$ cat config.mk
export PLATFORM = sky130hd
export DESIGN_NAME = aan_odd_dct
export DESIGN_NICKNAME = d
export VERILOG_FILES = /design/src/rtl/aan_odd_pkg.sv /design/src/rtl/aan_odd_front.sv /design/src/rtl/aan_odd_cmul.sv /design/src/rtl/aan_odd_back.sv /design/src/rtl/aan_odd_dct.sv
export SDC_FILE = /design/constraint.sdc
export NUM_CORES = 2
export LEC_CHECK = 0
export ABC_AREA = 1
export CORE_ASPECT_RATIO = 1.2
export CORE_MARGIN = 1
export CORE_UTILIZATION = 55
export DETAILED_ROUTE_END_ITERATION = 7
export DONT_BUFFER_PORTS = 1
export PLACE_DENSITY = 0.74
export SLEW_MARGIN = 20
export SYNTH_ARGS = -nofsm -noshare
export SYNTH_HDL_FRONTEND = slang
export SYNTH_SLANG_ARGS = --single-unit
$ cat constraint.sdc
create_clock -name clk -period 11.4 [get_ports clk]
set_clock_uncertainty 0.05 [all_clocks]
set_input_delay 1.71 -clock clk [delete_from_list [all_inputs] [get_ports clk]]
set_output_delay 1.71 -clock clk [all_outputs]
set_load 0.005 [all_outputs]
$ cat src/rtl/aan_odd_pkg.sv
package aan_odd_pkg;
    // register stages from input to output
    localparam int STAGES      = 6;
    // guard bits above the fraction for coefficients below 2.0
    localparam int COEF_GUARD  = 2;
    // default fixed-point constants at 14 fraction bits
    localparam int DEF_FRAC    = 14;
    localparam int DEF_KA      = 8867;   // about 0.5412
    localparam int DEF_KB      = 11585;  // about 0.7071
    localparam int DEF_KC      = 21407;  // about 1.3066
    localparam int DEF_KD      = 6270;   // about 0.3827
    localparam int NUM_MUL     = 4;
endpackage

$ cat src/rtl/aan_odd_front.sv
// Stages 1 to 3: mirror differences, plain sums, rotation difference.
module aan_odd_front #(
    parameter int W = 12
) (
    input  logic                 clk,
    input  logic                 rst_n,
    input  logic                 en1,
    input  logic                 en2,
    input  logic                 en3,
    input  logic signed [W-1:0]  x0,
    input  logic signed [W-1:0]  x1,
    input  logic signed [W-1:0]  x2,
    input  logic signed [W-1:0]  x3,
    input  logic signed [W-1:0]  x4,
    input  logic signed [W-1:0]  x5,
    input  logic signed [W-1:0]  x6,
    input  logic signed [W-1:0]  x7,
    output logic signed [W+1:0]  c4,
    output logic signed [W+1:0]  c5,
    output logic signed [W+1:0]  c6,
    output logic signed [W+1:0]  c7,
    output logic signed [W+2:0]  crot
);
    localparam int AW = W + 1;
    localparam int BW = W + 2;
    localparam int CW = W + 3;

    typedef struct packed {
        logic signed [AW-1:0] a4;
        logic signed [AW-1:0] a5;
        logic signed [AW-1:0] a6;
        logic signed [AW-1:0] a7;
        logic signed [BW-1:0] b4;
        logic signed [BW-1:0] b5;
        logic signed [BW-1:0] b6;
        logic signed [BW-1:0] b7;
        logic signed [BW-1:0] c4;
        logic signed [BW-1:0] c5;
        logic signed [BW-1:0] c6;
        logic signed [BW-1:0] c7;
        logic signed [CW-1:0] crot;
    } front_t;

    front_t st_d, st_q;

    always_comb begin
        st_d = st_q;
        if (en1) begin
            st_d.a4 = AW'(x3) - AW'(x4);
            st_d.a5 = AW'(x2) - AW'(x5);
            st_d.a6 = AW'(x1) - AW'(x6);
            st_d.a7 = AW'(x0) - AW'(x7);
        end
        if (en2) begin
            st_d.b4 = BW'(st_q.a4) + BW'(st_q.a5);
            st_d.b5 = BW'(st_q.a5) + BW'(st_q.a6);
            st_d.b6 = BW'(st_q.a6) + BW'(st_q.a7);
            st_d.b7 = BW'(st_q.a7);
        end
        if (en3) begin
            st_d.c4   = st_q.b4;
            st_d.c5   = st_q.b5;
            st_d.c6   = st_q.b6;
            st_d.c7   = st_q.b7;
            st_d.crot = CW'(st_q.b6) - CW'(st_q.b4);
        end
    end

    always_ff @(posedge clk or negedge rst_n) begin
        if (!rst_n) st_q <= '0;
        else        st_q <= st_d;
    end

    assign c4   = st_q.c4;
    assign c5   = st_q.c5;
    assign c6   = st_q.c6;
    assign c7   = st_q.c7;
    assign crot = st_q.crot;
endmodule

$ cat src/rtl/aan_odd_cmul.sv
// Registered constant multiply, rounded to nearest at integer weight.
module aan_odd_cmul
    import aan_odd_pkg::*;
#(
    parameter int IN_W  = 15,
    parameter int OUT_W = 15,
    parameter int FRAC  = 14,
    parameter int COEF  = 8867
) (
    input  logic                    clk,
    input  logic                    rst_n,
    input  logic                    en,
    input  logic signed [IN_W-1:0]  a,
    output logic signed [OUT_W-1:0] y
);
    localparam int PW = IN_W + FRAC + COEF_GUARD;
    localparam logic signed [PW-1:0] KCONST = PW'(COEF);

    logic signed [PW-1:0]    rnd;
    logic signed [PW-1:0]    prod;
    logic signed [OUT_W-1:0] y_d, y_q;

    generate
        if (FRAC > 0) begin : g_round
            assign rnd = PW'(1) <<< (FRAC - 1);
        end else begin : g_exact
            assign rnd = '0;
        end
    endgenerate

    always_comb begin
        prod = PW'(a) * KCONST;
        y_d  = y_q;
        if (en) y_d = OUT_W'((prod + rnd) >>> FRAC);
    end

    always_ff @(posedge clk or negedge rst_n) begin
        if (!rst_n) y_q <= '0;
        else        y_q <= y_d;
    end

    assign y = y_q;
endmodule

$ cat src/rtl/aan_odd_back.sv
// Stages 5 and 6: rotation merge and output butterflies.
module aan_odd_back #(
    parameter int W = 12
) (
    input  logic                 clk,
    input  logic                 rst_n,
    input  logic                 en5,
    input  logic                 en6,
    input  logic signed [W+2:0]  m4,
    input  logic signed [W+2:0]  m5,
    input  logic signed [W+2:0]  m6,
    input  logic signed [W+2:0]  m7,
    input  logic signed [W+2:0]  mrot,
    output logic signed [W+4:0]  y1,
    output logic signed [W+4:0]  y3,
    output logic signed [W+4:0]  y5,
    output logic signed [W+4:0]  y7
);
    localparam int EW = W + 4;
    localparam int OW = W + 5;

    typedef struct packed {
        logic signed [EW-1:0] e4;
        logic signed [EW-1:0] e5;
        logic signed [EW-1:0] e6;
        logic signed [EW-1:0] e7;
        logic signed [OW-1:0] y1;
        logic signed [OW-1:0] y3;
        logic signed [OW-1:0] y5;
        logic signed [OW-1:0] y7;
    } back_t;

    back_t st_d, st_q;

    always_comb begin
        st_d = st_q;
        if (en5) begin
            st_d.e4 = EW'(m4) - EW'(mrot);
            st_d.e6 = EW'(m6) - EW'(mrot);
            st_d.e5 = EW'(m7) + EW'(m5);
            st_d.e7 = EW'(m7) - EW'(m5);
        end
        if (en6) begin
            st_d.y1 = OW'(st_q.e5) + OW'(st_q.e6);
            st_d.y7 = OW'(st_q.e5) - OW'(st_q.e6);
            st_d.y5 = OW'(st_q.e7) + OW'(st_q.e4);
            st_d.y3 = OW'(st_q.e7) - OW'(st_q.e4);
        end
    end

    always_ff @(posedge clk or negedge rst_n) begin
        if (!rst_n) st_q <= '0;
        else        st_q <= st_d;
    end

    assign y1 = st_q.y1;
    assign y3 = st_q.y3;
    assign y5 = st_q.y5;
    assign y7 = st_q.y7;
endmodule

$ cat src/rtl/aan_odd_dct.sv
module aan_odd_dct
    import aan_odd_pkg::*;
#(
    parameter int DATA_W = 12,
    parameter int FRAC_W = DEF_FRAC,
    parameter int KA     = DEF_KA,
    parameter int KB     = DEF_KB,
    parameter int KC     = DEF_KC,
    parameter int KD     = DEF_KD
) (
    input  logic                     clk,
    input  logic                     rst_n,
    input  logic                     in_valid,
    input  logic signed [DATA_W-1:0] x0,
    input  logic signed [DATA_W-1:0] x1,
    input  logic signed [DATA_W-1:0] x2,
    input  logic signed [DATA_W-1:0] x3,
    input  logic signed [DATA_W-1:0] x4,
    input  logic signed [DATA_W-1:0] x5,
    input  logic signed [DATA_W-1:0] x6,
    input  logic signed [DATA_W-1:0] x7,
    output logic                     out_valid,
    output logic signed [DATA_W+4:0] coef1,
    output logic signed [DATA_W+4:0] coef3,
    output logic signed [DATA_W+4:0] coef5,
    output logic signed [DATA_W+4:0] coef7
);
    localparam int BW = DATA_W + 2;
    localparam int CW = DATA_W + 3;
    localparam int DW = DATA_W + 3;
    localparam int KS [NUM_MUL] = '{KA, KB, KC, KD};

    typedef struct packed {
        logic [STAGES-1:0]    v;
        logic signed [DW-1:0] m7;
    } ctl_t;

    ctl_t st_d, st_q;

    logic signed [BW-1:0] c4, c5, c6, c7;
    logic signed [CW-1:0] crot;
    logic signed [CW-1:0] mul_in  [NUM_MUL];
    logic signed [DW-1:0] mul_out [NUM_MUL];

    // stage enables: stage k loads when stage k-1 holds a valid vector
    logic en1, en2, en3, en4, en5, en6;
    assign en1 = in_valid;
    assign en2 = st_q.v[0];
    assign en3 = st_q.v[1];
    assign en4 = st_q.v[2];
    assign en5 = st_q.v[3];
    assign en6 = st_q.v[4];

    always_comb begin
        st_d   = st_q;
        st_d.v = {st_q.v[STAGES-2:0], in_valid};
        if (en4) st_d.m7 = DW'(c7);
    end

    always_ff @(posedge clk or negedge rst_n) begin
        if (!rst_n) st_q <= '0;
        else        st_q <= st_d;
    end

    aan_odd_front #(.W(DATA_W)) u_front (
        .clk  (clk),
        .rst_n(rst_n),
        .en1  (en1),
        .en2  (en2),
        .en3  (en3),
        .x0   (x0),
        .x1   (x1),
        .x2   (x2),
        .x3   (x3),
        .x4   (x4),
        .x5   (x5),
        .x6   (x6),
        .x7   (x7),
        .c4   (c4),
        .c5   (c5),
        .c6   (c6),
        .c7   (c7),
        .crot (crot)
    );

    assign mul_in[0] = CW'(c4);
    assign mul_in[1] = CW'(c5);
    assign mul_in[2] = CW'(c6);
    assign mul_in[3] = crot;

    generate
        for (genvar i = 0; i < NUM_MUL; i++) begin : g_mul
            aan_odd_cmul #(
                .IN_W (CW),
                .OUT_W(DW),
                .FRAC (FRAC_W),
                .COEF (KS[i])
            ) u_mul (
                .clk  (clk),
                .rst_n(rst_n),
                .en   (en4),
                .a    (mul_in[i]),
                .y    (mul_out[i])
            );
        end
    endgenerate

    aan_odd_back #(.W(DATA_W)) u_back (
        .clk  (clk),
        .rst_n(rst_n),
        .en5  (en5),
        .en6  (en6),
        .m4   (mul_out[0]),
        .m5   (mul_out[1]),
        .m6   (mul_out[2]),
        .m7   (st_q.m7),
        .mrot (mul_out[3]),
        .y1   (coef1),
        .y3   (coef3),
        .y5   (coef5),
        .y7   (coef7)
    );

    assign out_valid = st_q.v[STAGES-1];
endmodule

==> impl_metrics.ini <==
[clocking]
hold_buffers = 0
cts.sinks = 385
cts_setup_buffers = 0
path_clk_slew_ns = 0.06
cts_tree = yes
cts-resized-gates = 0
cts_root_buffer = clkbuf_16
clk_latency_ns = 0.58
cts_inserted_buffers = 42
htree_levels = 2
clockBufferDepth = 3

[timing]
setup_viol = 0
tightestPinTransition_ns = 1.42
slew_violations = 0
finalCritPeriodShare_pct = 48.9
final-hold-violation-count = 0
fin_setup_tns_ns = 0
fin_crit_ns = 5.57
rsz0062_at_grt = no
slew_headroom_pct = 5.21
max_freq_mhz = 179
fin_ws_ns = 5.83

[synthesis]
ys_seq_area_share_pct = 24.1
syn_area_mm2 = 0.0400
ys.flop_type = dfrtp_1
syn_avg_cell_area_um2 = 7.95
yosys_warnings = 0
ys_ff_latch = 385
syn_inst = 5034
synth_edf_count = 0
yosys.cell_types.count = 56
syn_nets = 6026
async_flop_share_pct = 100

[setup_path]
setup.worst_path.start = u_front.crot[14]
r2r_end = g_mul[3].u_mul.y[9]
crit_buf_inv = 5
worstPathRequired_ns = 11.79
crit_arrival_ns = 5.96
crit_path_cell_trace = inv_1 > fa_1 > xor2_1 > inv_1 > fa_1 > fa_1 > inv_1 > fa_1 > inv_1 > ha_1 > nand2_1 > nand2_1 > a21oi_1 > nand2_1 > inv_1 > nand2_1 > nand2_1 > nand2_2 > nor2_1 > nand3_2 > nor2_4 > nand2_1 > nand3_1 > o21ai_0
r2r-start = u_front.crot[14]
start_kind = register
crit_path_end = g_mul[3].u_mul.y[9]
crit_cells = 24
cp-end-kind = register
rrSetupSlack_ns = 5.83
worstRegToRegCells = 24
max_stage_delay_ns = 0.68
critPathTopFamily = adder cells
cpMaxStageDelayCell = inv_1
path_class = register to register
path_common_cell = nand2_1
crit_fanout = 14

[finish]
layout_commonest_cell = nand2_1
design.final.nets = 5914
mostFrequentLayoutCells = nand2_1, inv_1, ha_1
syn_to_final_growth_pct = 4.66
n_antenna_cell = 0
fin_area_mm2 = 0.0419
drive_above_1_share_pct = 3.43
num-fill-cells = 6519

[run]
cap_viol_max_count = 0

[die]
fp.dieW_um = 248
rows = 107
start_util_pct = 55.9
core_mm2 = 0.0715
dieArea_mm2 = 0.0738
io_pins = 168
fp.dieH_um = 297

[drt]
drc = 0
ant_nets = 0
drt_pass1_iterations = 6
drt-initial-drc-count = 1593
vias = 31200
wl_per_cell_um = 15.9
wirelength_um = 93500
vias_per_cell = 5.31

[placed_design]
place_ws_ns = 5.78
placed_area_mm2 = 0.0403
routabilityCongestion = 0.906
hpwl_um = 77500
io_buffers = 0

[min_path]
hold_path_class = register to register
hold_path_depth = 2

[global_routing]
grt_pass1_vias = 31000
grt-ovfl-total = 0
grt_max_degree = 386
track_usage_pct = 25.8
antenna_found_initial = 0
grt_pass1_wl_um = 154000

[outcome]
outcome = complete, no violations
==> flip-flops by register name, summed over array words and instances, names as in the netlist, 14 cells and up <==
register,cells
u_front.c4,14
u_front.st_q,107
u_front.crot,15
u_back.y7,17
u_back.y3,16
u_back.y1,16
u_back.y5,17
g_mul.u_mul.y,60
u_front.c6,14
u_back.st_q,63
u_front.c5,14
==> cells by family after synthesis <==
logic type / share of synthesized area, %
XOR/XNOR: 3.35
buffers and inverters: 11.1
flip-flops: 24.1
adder cells (fa/ha/maj): 32.5
AND/OR/NAND/NOR: 16.9
AO/OA/AOI/OAI: 12.1
==> routing by layer <==
metal,GRT usage [%],share of wire [%],vias up
li1,-,-,15900
met1,32.0,43,14500
met2,44.9,49,616
met3,2.48,3.1,181
met4,11.7,5.0,0
met5,0,0,-
==> tightest hold or removal path, delay by kind of cell, from the launching register on <==
kind / cells / cell delay, ns
flip-flops: 1 / 0.34
AND/OR/NAND/NOR: 2 / 0.11
==> cell type report <==
class	instances	area (µm²)	area share, %
Multi-Input combinational cell	3546	25900	61.9
Sequential cell	385	9640	23.0
Inverter	935	3510	8.38
Clock buffer	54	1200	2.86
Tap cell	926	1160	2.77
Clock inverter	23	349	0.834
Timing Repair Buffer	12	90.1	0.215
==> worst min-delay path by stage <==
stage	start	endpoint	slack, ns
2_1_floorplan	en2	en3	0.30
3_3_place_gp	u_front.st_q[104]	u_front.c5[5]	0.41
3_5_place_dp	g_mul[3].u_mul.y[13]	g_mul[3].u_mul.y[13]	0.42
4_1_cts	u_front.st_q[108]	u_front.c5[9]	0.43
5_1_grt	g_mul[3].u_mul.y[13]	g_mul[3].u_mul.y[13]	0.45
6_report	g_mul[3].u_mul.y[13]	g_mul[3].u_mul.y[13]	0.43
==> cells in the mapped netlist (all sizes together), types with 3 or more instances <==
| cell | number | share of area [%] |
|---|---|---|
| nand3b | 11 | 0.21 |
| a31oi | 69 | 1.1 |
| inv | 932 | 8.7 |
| fa | 243 | 12 |
| a21o | 27 | 0.51 |
| xor2 | 107 | 2.3 |
| nand2 | 1050 | 10 |
| clkbuf | 88 | 0.90 |
| dfrtp | 385 | 24 |
| o21a | 9 | 0.17 |
| nor3 | 42 | 0.53 |
| a211oi | 5 | 0.094 |
| or2 | 29 | 0.45 |
| a31o | 8 | 0.18 |
| a21oi | 286 | 3.6 |
| nor2 | 237 | 2.4 |
| a21boi | 7 | 0.14 |
| o31ai | 10 | 0.19 |
| o21bai | 11 | 0.21 |
| a221oi | 5 | 0.11 |
| o211ai | 6 | 0.11 |
| ha | 650 | 20 |
| o2111ai | 6 | 0.13 |
| nand3 | 179 | 2.3 |
| xnor2 | 46 | 1.0 |
| buf | 80 | 1.4 |
| nand4 | 49 | 0.80 |
| o21ai | 428 | 5.4 |
| nor4 | 12 | 0.19 |
| o22ai | 6 | 0.094 |
| clkinv | 3 | 0.028 |
==> stage by stage <==
step | util [%] | hold slack, ns | cells
after CTS | 58.6 | 0.432 | 5881
after detailed placement | 56.4 | 0.416 | 5804
after global placement | 56.4 | 0.406 | 5804
final | 58.6 | 0.434 | 5881
after floorplan | - | 0.302 | 5034
after global routing | 58.6 | 0.445 | 5881
Power is not shown: default switching activity piles up to over one toggle a cycle in this logic, so the estimate is an artifact.
